==> config.mk <==
export PLATFORM = sky130hd
export DESIGN_NAME = mw_eeprom_reader
export DESIGN_NICKNAME = d
export VERILOG_FILES = /design/src/rtl/mw_pkg.sv /design/src/rtl/mw_phase_timer.sv /design/src/rtl/mw_word_fmt.sv /design/src/rtl/mw_read_seq.sv /design/src/rtl/mw_eeprom_reader.sv
export SDC_FILE = /design/constraint.sdc
export NUM_CORES = 1
export LEC_CHECK = 0
export CAP_MARGIN = 15
export CORE_MARGIN = 2
export CORE_UTILIZATION = 30
export CTS_CLUSTER_DIAMETER = 150
export CTS_CLUSTER_SIZE = 25
export DETAILED_ROUTE_END_ITERATION = 12
export PLACE_DENSITY_LB_ADDON = 0.15
export SYNTH_ARGS = -nofsm -noshare
export SYNTH_HDL_FRONTEND = slang
export SYNTH_SLANG_ARGS = --single-unit
==> constraint.sdc <==
create_clock -name clk_i -period 1.9 [get_ports clk_i]
set_input_delay 0.285 -clock clk_i [delete_from_list [all_inputs] [get_ports clk_i]]
set_output_delay 0.285 -clock clk_i [all_outputs]
set_load 0.02 [all_outputs]
==> src/rtl/mw_pkg.sv <==
package mw_pkg;
  typedef enum logic [1:0] {
    ST_IDLE  = 2'd0,
    ST_SHIFT = 2'd1,
    ST_TAIL  = 2'd2
  } mw_state_e;

  localparam int unsigned CMD_BITS = 4;
  localparam logic [CMD_BITS-1:0] CMD_READ = 4'b0110;
endpackage

==> src/rtl/mw_phase_timer.sv <==
module mw_phase_timer #(
  parameter int unsigned HALF_PERIOD = 4
) (
  input  logic clk_i,
  input  logic rst_ni,
  input  logic run_i,
  output logic tick_o
);
  localparam int unsigned CNT_W = (HALF_PERIOD > 1) ? $clog2(HALF_PERIOD) : 1;
  localparam logic [CNT_W-1:0] LAST = CNT_W'(HALF_PERIOD - 1);

  logic [CNT_W-1:0] cnt_q;

  assign tick_o = run_i && (cnt_q == LAST);

  always_ff @(posedge clk_i or negedge rst_ni) begin
    if (!rst_ni)      cnt_q <= '0;
    else if (!run_i)  cnt_q <= '0;
    else if (tick_o)  cnt_q <= '0;
    else              cnt_q <= cnt_q + 1'b1;
  end
endmodule

==> src/rtl/mw_word_fmt.sv <==
module mw_word_fmt #(
  parameter int unsigned DATA_W     = 16,
  parameter bit          SWAP_BYTES = 1'b0
) (
  input  logic [DATA_W-1:0] raw_i,
  output logic [DATA_W-1:0] word_o
);
  localparam int unsigned NBYTES = DATA_W / 8;

  generate
    if (SWAP_BYTES) begin : g_swap
      for (genvar b = 0; b < NBYTES; b++) begin : g_byte
        assign word_o[b*8 +: 8] = raw_i[(NBYTES-1-b)*8 +: 8];
      end
    end else begin : g_pass
      assign word_o = raw_i;
    end
  endgenerate
endmodule

==> src/rtl/mw_read_seq.sv <==
module mw_read_seq
  import mw_pkg::*;
#(
  parameter int unsigned ADDR_W = 6,
  parameter int unsigned DATA_W = 16
) (
  input  logic              clk_i,
  input  logic              rst_ni,
  input  logic              start_i,
  input  logic [ADDR_W-1:0] addr_i,
  input  logic              tick_i,
  input  logic              so_i,
  output logic              run_o,
  output logic              cs_o,
  output logic              sk_o,
  output logic              di_o,
  output logic              end_o,
  output logic [DATA_W-1:0] rx_o
);
  localparam int unsigned OUT_BITS = CMD_BITS + ADDR_W;
  localparam int unsigned TOT_BITS = OUT_BITS + DATA_W;
  localparam int unsigned BIT_W    = $clog2(TOT_BITS);
  localparam logic [BIT_W-1:0] OUT_LAST = BIT_W'(OUT_BITS);
  localparam logic [BIT_W-1:0] TOT_LAST = BIT_W'(TOT_BITS - 1);

  mw_state_e            state_q;
  logic                 hi_q;
  logic [BIT_W-1:0]     bit_q;
  logic [OUT_BITS-1:0]  out_q;
  logic [DATA_W-1:0]    in_q;

  assign run_o = (state_q != ST_IDLE);
  assign cs_o  = run_o;
  assign sk_o  = (state_q == ST_SHIFT) && hi_q;
  assign di_o  = (state_q == ST_SHIFT) && (bit_q < OUT_LAST) && out_q[OUT_BITS-1];
  assign end_o = (state_q == ST_TAIL) && tick_i;
  assign rx_o  = in_q;

  always_ff @(posedge clk_i or negedge rst_ni) begin
    if (!rst_ni) begin
      state_q <= ST_IDLE;
      hi_q    <= 1'b0;
      bit_q   <= '0;
      out_q   <= '0;
      in_q    <= '0;
    end else begin
      unique case (state_q)
        ST_IDLE: begin
          if (start_i) begin
            state_q <= ST_SHIFT;
            hi_q    <= 1'b0;
            bit_q   <= '0;
            out_q   <= {CMD_READ, addr_i};
          end
        end
        ST_SHIFT: begin
          if (tick_i) begin
            if (!hi_q) begin
              hi_q <= 1'b1;
            end else begin
              hi_q  <= 1'b0;
              out_q <= out_q << 1;
              if (bit_q >= OUT_LAST) in_q <= {in_q[DATA_W-2:0], so_i};
              if (bit_q == TOT_LAST) state_q <= ST_TAIL;
              else                   bit_q   <= bit_q + 1'b1;
            end
          end
        end
        ST_TAIL: begin
          if (tick_i) state_q <= ST_IDLE;
        end
        default: state_q <= ST_IDLE;
      endcase
    end
  end
endmodule

==> src/rtl/mw_eeprom_reader.sv <==
module mw_eeprom_reader #(
  parameter int unsigned HALF_PERIOD = 4,
  parameter bit          SWAP_BYTES  = 1'b0,
  parameter int unsigned ADDR_IN_W   = 8,
  parameter int unsigned ADDR_W      = 6,
  parameter int unsigned DATA_W      = 16
) (
  input  logic                 clk_i,
  input  logic                 rst_ni,
  input  logic                 start_i,
  input  logic [ADDR_IN_W-1:0] addr_i,
  input  logic                 do_i,
  output logic                 cs_o,
  output logic                 sk_o,
  output logic                 di_o,
  output logic                 busy_o,
  output logic                 done_o,
  output logic [DATA_W-1:0]    data_o
);
  logic              run;
  logic              tick;
  logic              seq_end;
  logic [DATA_W-1:0] rx_word;
  logic [DATA_W-1:0] fmt_word;
  logic              done_q;
  logic [DATA_W-1:0] data_q;

  mw_phase_timer #(.HALF_PERIOD(HALF_PERIOD)) u_timer (
    .clk_i  (clk_i),
    .rst_ni (rst_ni),
    .run_i  (run),
    .tick_o (tick)
  );

  mw_read_seq #(.ADDR_W(ADDR_W), .DATA_W(DATA_W)) u_seq (
    .clk_i   (clk_i),
    .rst_ni  (rst_ni),
    .start_i (start_i),
    .addr_i  (addr_i[ADDR_W-1:0]),
    .tick_i  (tick),
    .so_i    (do_i),
    .run_o   (run),
    .cs_o    (cs_o),
    .sk_o    (sk_o),
    .di_o    (di_o),
    .end_o   (seq_end),
    .rx_o    (rx_word)
  );

  mw_word_fmt #(.DATA_W(DATA_W), .SWAP_BYTES(SWAP_BYTES)) u_fmt (
    .raw_i  (rx_word),
    .word_o (fmt_word)
  );

  always_ff @(posedge clk_i or negedge rst_ni) begin
    if (!rst_ni) begin
      done_q <= 1'b0;
      data_q <= '0;
    end else begin
      done_q <= seq_end;
      if (seq_end) data_q <= fmt_word;
    end
  end

  assign busy_o = run;
  assign done_o = done_q;
  assign data_o = data_q;
endmodule

Yosys cells after proc, flatten, opt, wreduce, memory -nomap -nowiden

Index checks and enable logic that the tools add are counted.

Output and inout port bits: 21
Register bits after elaboration: 53
Logic and storage cells: 56
Bits of input ports: 12

Magnitude comparators: 2
Multiplexer cells: 21
Eq/ne operators: 10
Add/subtract/negate cells: 2
Reduce and logical (&&, ||, !) cells: 13

Operator list:

| kind                                                                                 | count |
|---|---|
| 10-bit two-way mux                                                                   | 3 |
| 5-bit two-way mux                                                                    | 4 |
| 10-bit case mux with 2 select lines                                                  | 1 |
| 2-bit two-way mux                                                                    | 7 |
| 5-bit case mux with 2 select lines                                                   | 1 |
| 5-bit AND reduction                                                                  | 2 |
| 4-bit AND reduction                                                                  | 2 |
| 2-bit by 1-bit != test with 1-bit output (second input constant)                     | 3 |
| 2-bit != test (second input constant)                                                | 3 |
| 2-bit case mux with 3 select lines                                                   | 1 |
| 5-bit by 1-bit adder with 5-bit output (second input constant)                       | 1 |
| 5-bit == test (second input constant)                                                | 1 |
| 5-bit by 4-bit greater-or-equal comparator with 1-bit output (second input constant) | 1 |
| 1-bit logical AND                                                                    | 5 |
| 5-bit by 4-bit < comparator with 1-bit output (second input constant)                | 1 |
| 2-bit == test (second input constant)                                                | 2 |
| 2-bit nonzero test                                                                   | 2 |
| 1-bit two-way mux                                                                    | 3 |
| 3-bit AND reduction                                                                  | 1 |
| 2-bit by 1-bit adder with 2-bit output (second input constant)                       | 1 |
| 2-bit by 1-bit == test with 1-bit output (second input constant)                     | 1 |
| 2-bit logical NOT                                                                    | 1 |
| 1-bit case mux with 2 select lines                                                   | 1 |

Logic depth before layout (Yosys ltp)

Depth in word-level cells: 5
Depth in mapped cells: 7
Gate-level depth less buffers: 5

By module

From an unflattened synthesis, not the netlist that was laid out.

Cell total of the unflattened synthesis: 179
Area total of the unflattened synthesis: 2484.9 um2

Modules (own cells, without submodules):

| module           | cells each | area an instance (um2) | sequential area each (um2) | times used |
|---|---|---|---|---|
| mw_read_seq      | 122        | 1599.0                 | 850.8                      | 1 |
| mw_eeprom_reader | 35         | 674.4                  | 425.4                      | 1 |
| mw_word_fmt      | 16         | 120.1                  | 0.0                        | 1 |
| mw_phase_timer   | 6          | 91.3                   | 50.0                       | 1 |

Worst setup path after synthesis

No wires, ideal clock.

Path type: reg2reg
Start: register u_seq.bit_q[0]
End: register u_seq.in_q[10] (netlist: u_seq.rx_o[10])
Library setup time: 0.125 ns
Data required time: 1.775 ns
Slack: 0.122 ns
Arrival time: 1.653 ns
Cell stages (with the launch flop): 7
Buffers on the path: 1
Clock period less this slack: 1.778 ns
Cell sequence: dfrtp_1 inv_1 ha_1 o31a_1 o21ai_4 buf_12 mux2_4

Longest elaborated chain between the ends: 2

Ends and longest elaborated chain:

| item                                                         | line              | RTL |
|---|---|---|
| start: declaration                                           | mw_read_seq.sv:28 | `logic [BIT_W-1:0] bit_q;` |
| start signal: assignment                                     | mw_read_seq.sv:65 | `else bit_q <= bit_q + 1'b1;` |
| 5-bit by 4-bit greater-or-equal comparator with 1-bit output | mw_read_seq.sv:63 | `if (bit_q >= OUT_LAST) in_q <= {in_q[DATA_W-2:0], so_i};` |
| 4-bit AND reduction (no source line)                         | n/a               |  |
| end signal: assignment                                       | mw_read_seq.sv:63 |  |
| end: declaration                                             | mw_read_seq.sv:30 | `logic [DATA_W-1:0] in_q;` |

No other way between the ends.
A chain may end at the register's enable or synchronous reset.

Worst setup path after layout

Start: register u_seq.state_q[1]
End: output port di_o

Longest elaborated chain between the ends: 3

Ends and longest elaborated chain:

| item                                     | line                   | RTL |
|---|---|---|
| start: declaration                       | mw_read_seq.sv:26      | `mw_state_e state_q;` |
| start signal: assignment                 | mw_read_seq.sv:41      | `state_q <= ST_IDLE;` |
| start signal: assignment                 | mw_read_seq.sv:50      | `state_q <= ST_SHIFT;` |
| start signal: assignment                 | mw_read_seq.sv:64      | `if (bit_q == TOT_LAST) state_q <= ST_TAIL;` |
| 2-bit by 1-bit == test with 1-bit output | mw_read_seq.sv:35      | `assign di_o = (state_q == ST_SHIFT) && (bit_q < OUT_LAST) && out_q[OUT_BITS-1];` |
| 1-bit logical AND (2 in series)          | mw_read_seq.sv:35      |  |
| end: declaration                         | mw_eeprom_reader.sv:15 | `output logic di_o,` |

No other way between the ends.

==> results list <==
- Fraction of final layout cells with drive strength greater than 1: roughly 30%
- Setup violations remaining at the end of the flow were counted as 0.
- Setup repair after global routing left no endpoint under its margin.
* P per Cell Area: about 1100 mW/mm2
- Final routed wire length divided by cell count: about 13 um
- Synthesized netlist cell count: ~170
- Placed standard-cell area: between 0.002 and 0.003 mm2
- Post-DP HPWL: about 3000 um
- In this run, the number of DRC markers left after iteration 0 of detailed routing was between 50 and 60.
- Counting instances, the worst hold path has a depth of 1.
* Root buffer selected by CTS: sky130_fd_sc_hd__clkbuf_8
* Total nets after synthesis: 185
- The number of antenna violations at the first check in global routing came to 0.
- Reg2reg setup slack: around 0.14 ns
- Largest fanout of any net on the critical path: 8
- Of all cell types, the one taking the most synthesized area is sky130_fd_sc_hd__dfrtp_1.
- GPL Wtd Cong: slightly below 0.8
- During synthesis, Yosys emitted a total of 0 warnings.
- For this configuration, the core starts out at a cell density of 30.71%.
* Die height: between 90 and 100 um
- Nets: 231
- The setup path with the least slack is of type reg -> out.
- STA classifies the critical path endpoint as a primary output.
* Count of unresolved DRC violations after routing: 0
- Number of max-capacitance violations reported: 0
- Timing would allow up to about 560 MHz.
- Die outline area: around 0.0086 mm2
- Largest net degree at the start of global routing: 27
- 0 antenna diodes ended up in the layout.
* Aggregate negative setup slack: 0 ns
- Synthesis-to-finish area growth: 24.96%
- Number of port buffers: 30
- Portion of synthesized cell area occupied by the leading cell type: ~56%
- Data on the critical path arrives at its endpoint at 1.49 ns.
* End of the worst register-to-register path: u_seq.rx_o[4]
- The via count of the first global-routing pass was roughly 1500.
* Classification of the worst-slack hold path: reg -> reg
- In this run the static leakage power is 1.423 nW.
* Initial DRT Pass Iterations: 4
* Detailed-routed wire length on met3: ~160 um
- At the worst endpoint, the required time is 1.62 ns.
* GR Overflow Total: 0
* Remaining number of nets flagged by the antenna check after routing: 0
- Ports: 33
- The netlist uses 35 different library cells.
* CTS HTree Levels: 2
* DR vias: 1463
* Hold endpoint: u_timer.cnt_q[0]
* Core ar.: between 0.007 and 0.008 mm2
- WL met2: between 1500 and 2000 um
- After synthesis the cells add up to approximately 0.0024 mm2.
- Register-to-Register Path Depth: 6
- Measured against its own limit, the worst slew margin works out to a little under 60%.
- Width of the die: between 90 and 100 um
* Sum of routed wire segments on met1: 2041 um
- Total count of max-transition violations in the final report: 0
* Wire length of the first global-routing pass: approximately 7400 um
- The smallest clock period supported by the final layout is computed as between 1.5 and 2 ns.
* Cell types with the largest area share after synthesis: sky130_fd_sc_hd__dfrtp_1 (56%), sky130_fd_sc_hd__mux2_2 (11%), sky130_fd_sc_hd__mux2_4 (6.4%)
- Final hold violations: 0
* Result of the run: completed
* Total global routing track utilization: between 10% and 20%
- Clock tree from TritonCTS: yes
- Total clock sinks: 53
* Top layer in use: met4
* Clock-pin slew of the registers on the worst-case setup and hold paths: ~0.1 ns
* Commonest cells after routing, fill and taps aside: sky130_fd_sc_hd__dfrtp_1 (53), sky130_fd_sc_hd__clkdlybuf4s50_1 (25), sky130_fd_sc_hd__mux2_2 (23)
- Actual slew at the worst max-slew pin: a little over 0.6 ns
- Post-Route WL: about 4300 um
- Fraction of the yosys area taken by sequential cells: roughly 56%
- Number of flip-flops and latches in the synthesized netlist: 53
* Worst VDD drop: around 0.00037 V
* Via count normalized by instance count: around 4.6
- The final critical path takes up between 90 and 100% of the cycle.
- The worst setup path is launched from a flop.
- Rows: 32
* R2R Path Start: u_seq.bit_q[0]
- On the final layout, the worst clock skew is 0.006246 ns.
- Leading cell type in the layout, fill and taps excluded: sky130_fd_sc_hd__dfrtp_1
- A synthesized cell averages 13.97 um2.
* CTS max path bufs: 2
- With fillers left out, the area of the finished cells amounts to just under 0.003 mm2.
- CTS buffer count: 5
- Worst skew pair latency: about 0.31 ns
- Beginning of the worst hold path: u_timer.cnt_q[0]
## how the worst max path moves through the flow
| stage | start | end | slack [ns] |
|---|---|---|---|
| after floorplan | u_seq.bit_q[0] | u_seq.rx_o[10] | 0.12 |
| after global placement | start_i | u_seq.bit_q[1] | 0.14 |
| final | u_seq.state_q[1] | di_o | 0.13 |
| after CTS | u_seq.state_q[1] | di_o | 0.10 |
| after global routing | u_seq.state_q[1] | di_o | 0.02 |
| after detailed placement | start_i | u_seq.bit_q[4] | 0.13 |
## cells in the mapped netlist (all sizes together)
cell     n
dfrtp   53
mux2    34
nand3   11
o21ai   11
buf     10
inv      7
mux2i    7
ha       4
nand2    4
nor2b    4
a41oi    3
and4b    3
a21oi    2
a22oi    2
a31oi    2
nand4b   2
a211oi   1
a32o     1
and2     1
nand2b   1
nand3b   1
nor2     1
nor3     1
o31a     1
o32ai    1
or3b     1
## cell families after synthesis
kind of cell	synth area share, %
DFF	56.17
buffers and inverters	5.035
muxes	20.77
and+or+nand+nor	7.843
adders and majority gates	2.120
AOI/OAI and AO/OA	8.056
## critical path: stages (launching register included)
cell and delay (ns):
sky130_fd_sc_hd__dfrtp_1 0.39, sky130_fd_sc_hd__nor2b_1 0.10, sky130_fd_sc_hd__buf_4 0.16, sky130_fd_sc_hd__and4b_1 0.19, sky130_fd_sc_hd__dlygate4sd2_1 0.33
## through the flow
stage | std cells | setup slack [ns] | total power [mW] | hold slack [ns] | utilization (%)
after floorplan | 169 | 0.1218 | 2.259 | -0.01059 | -
after global placement | 309 | 0.1392 | 2.538 | 0.3227 | 37.09
after detailed placement | 309 | 0.1344 | 2.578 | 0.3413 | 37.09
after CTS | 318 | 0.1035 | 3.243 | 0.4610 | 38.38
after global routing | 318 | 0.02088 | 3.440 | 0.4906 | 38.38
final | 318 | 0.1269 | 3.194 | 0.4594 | 38.38
## state kept, by name, summed over array words and instances, names as in the netlist
name	cells
u_timer.cnt_q	2
u_seq.out_q	10
done_o	1
u_seq.bit_q	5
u_seq.hi_q	1
data_o	16
u_seq.rx_o	16
u_seq.state_q	2
## area by class of cell
type	count	area, um2
Clock inverter	3	25.02
Fill cell	772	4737
Multi-Input combinational cell	99	915.9
Tap cell	102	127.6
Sequential cell	53	1326
Clock buffer	5	68.82
Timing Repair Buffer	49	460.4
Inverter	7	26.28
## report_power, final
group	internal (mW)	switching [mW]	total [mW]
combinational	0.497	0.450	0.947
sequential	1.38	0.200	1.58
clock	0.267	0.396	0.663
total	2.15	1.05	3.19
## what timing repair did
item	in CTS	in global routing
hold endpoints to repair	23	0
gates resized for setup	4	0
hold buffers	1	0
endpoints found under the setup margin	4	0
setup buffers	0	0
## layer usage
layer / vias up / track usage (%)
li1: 696 / -
met1: 728 / 14.18
met5: - / 0
met4: 0 / 3.676
met3: 6 / 2.685
met2: 33 / 18.00
(Power assumes the default switching activity.)
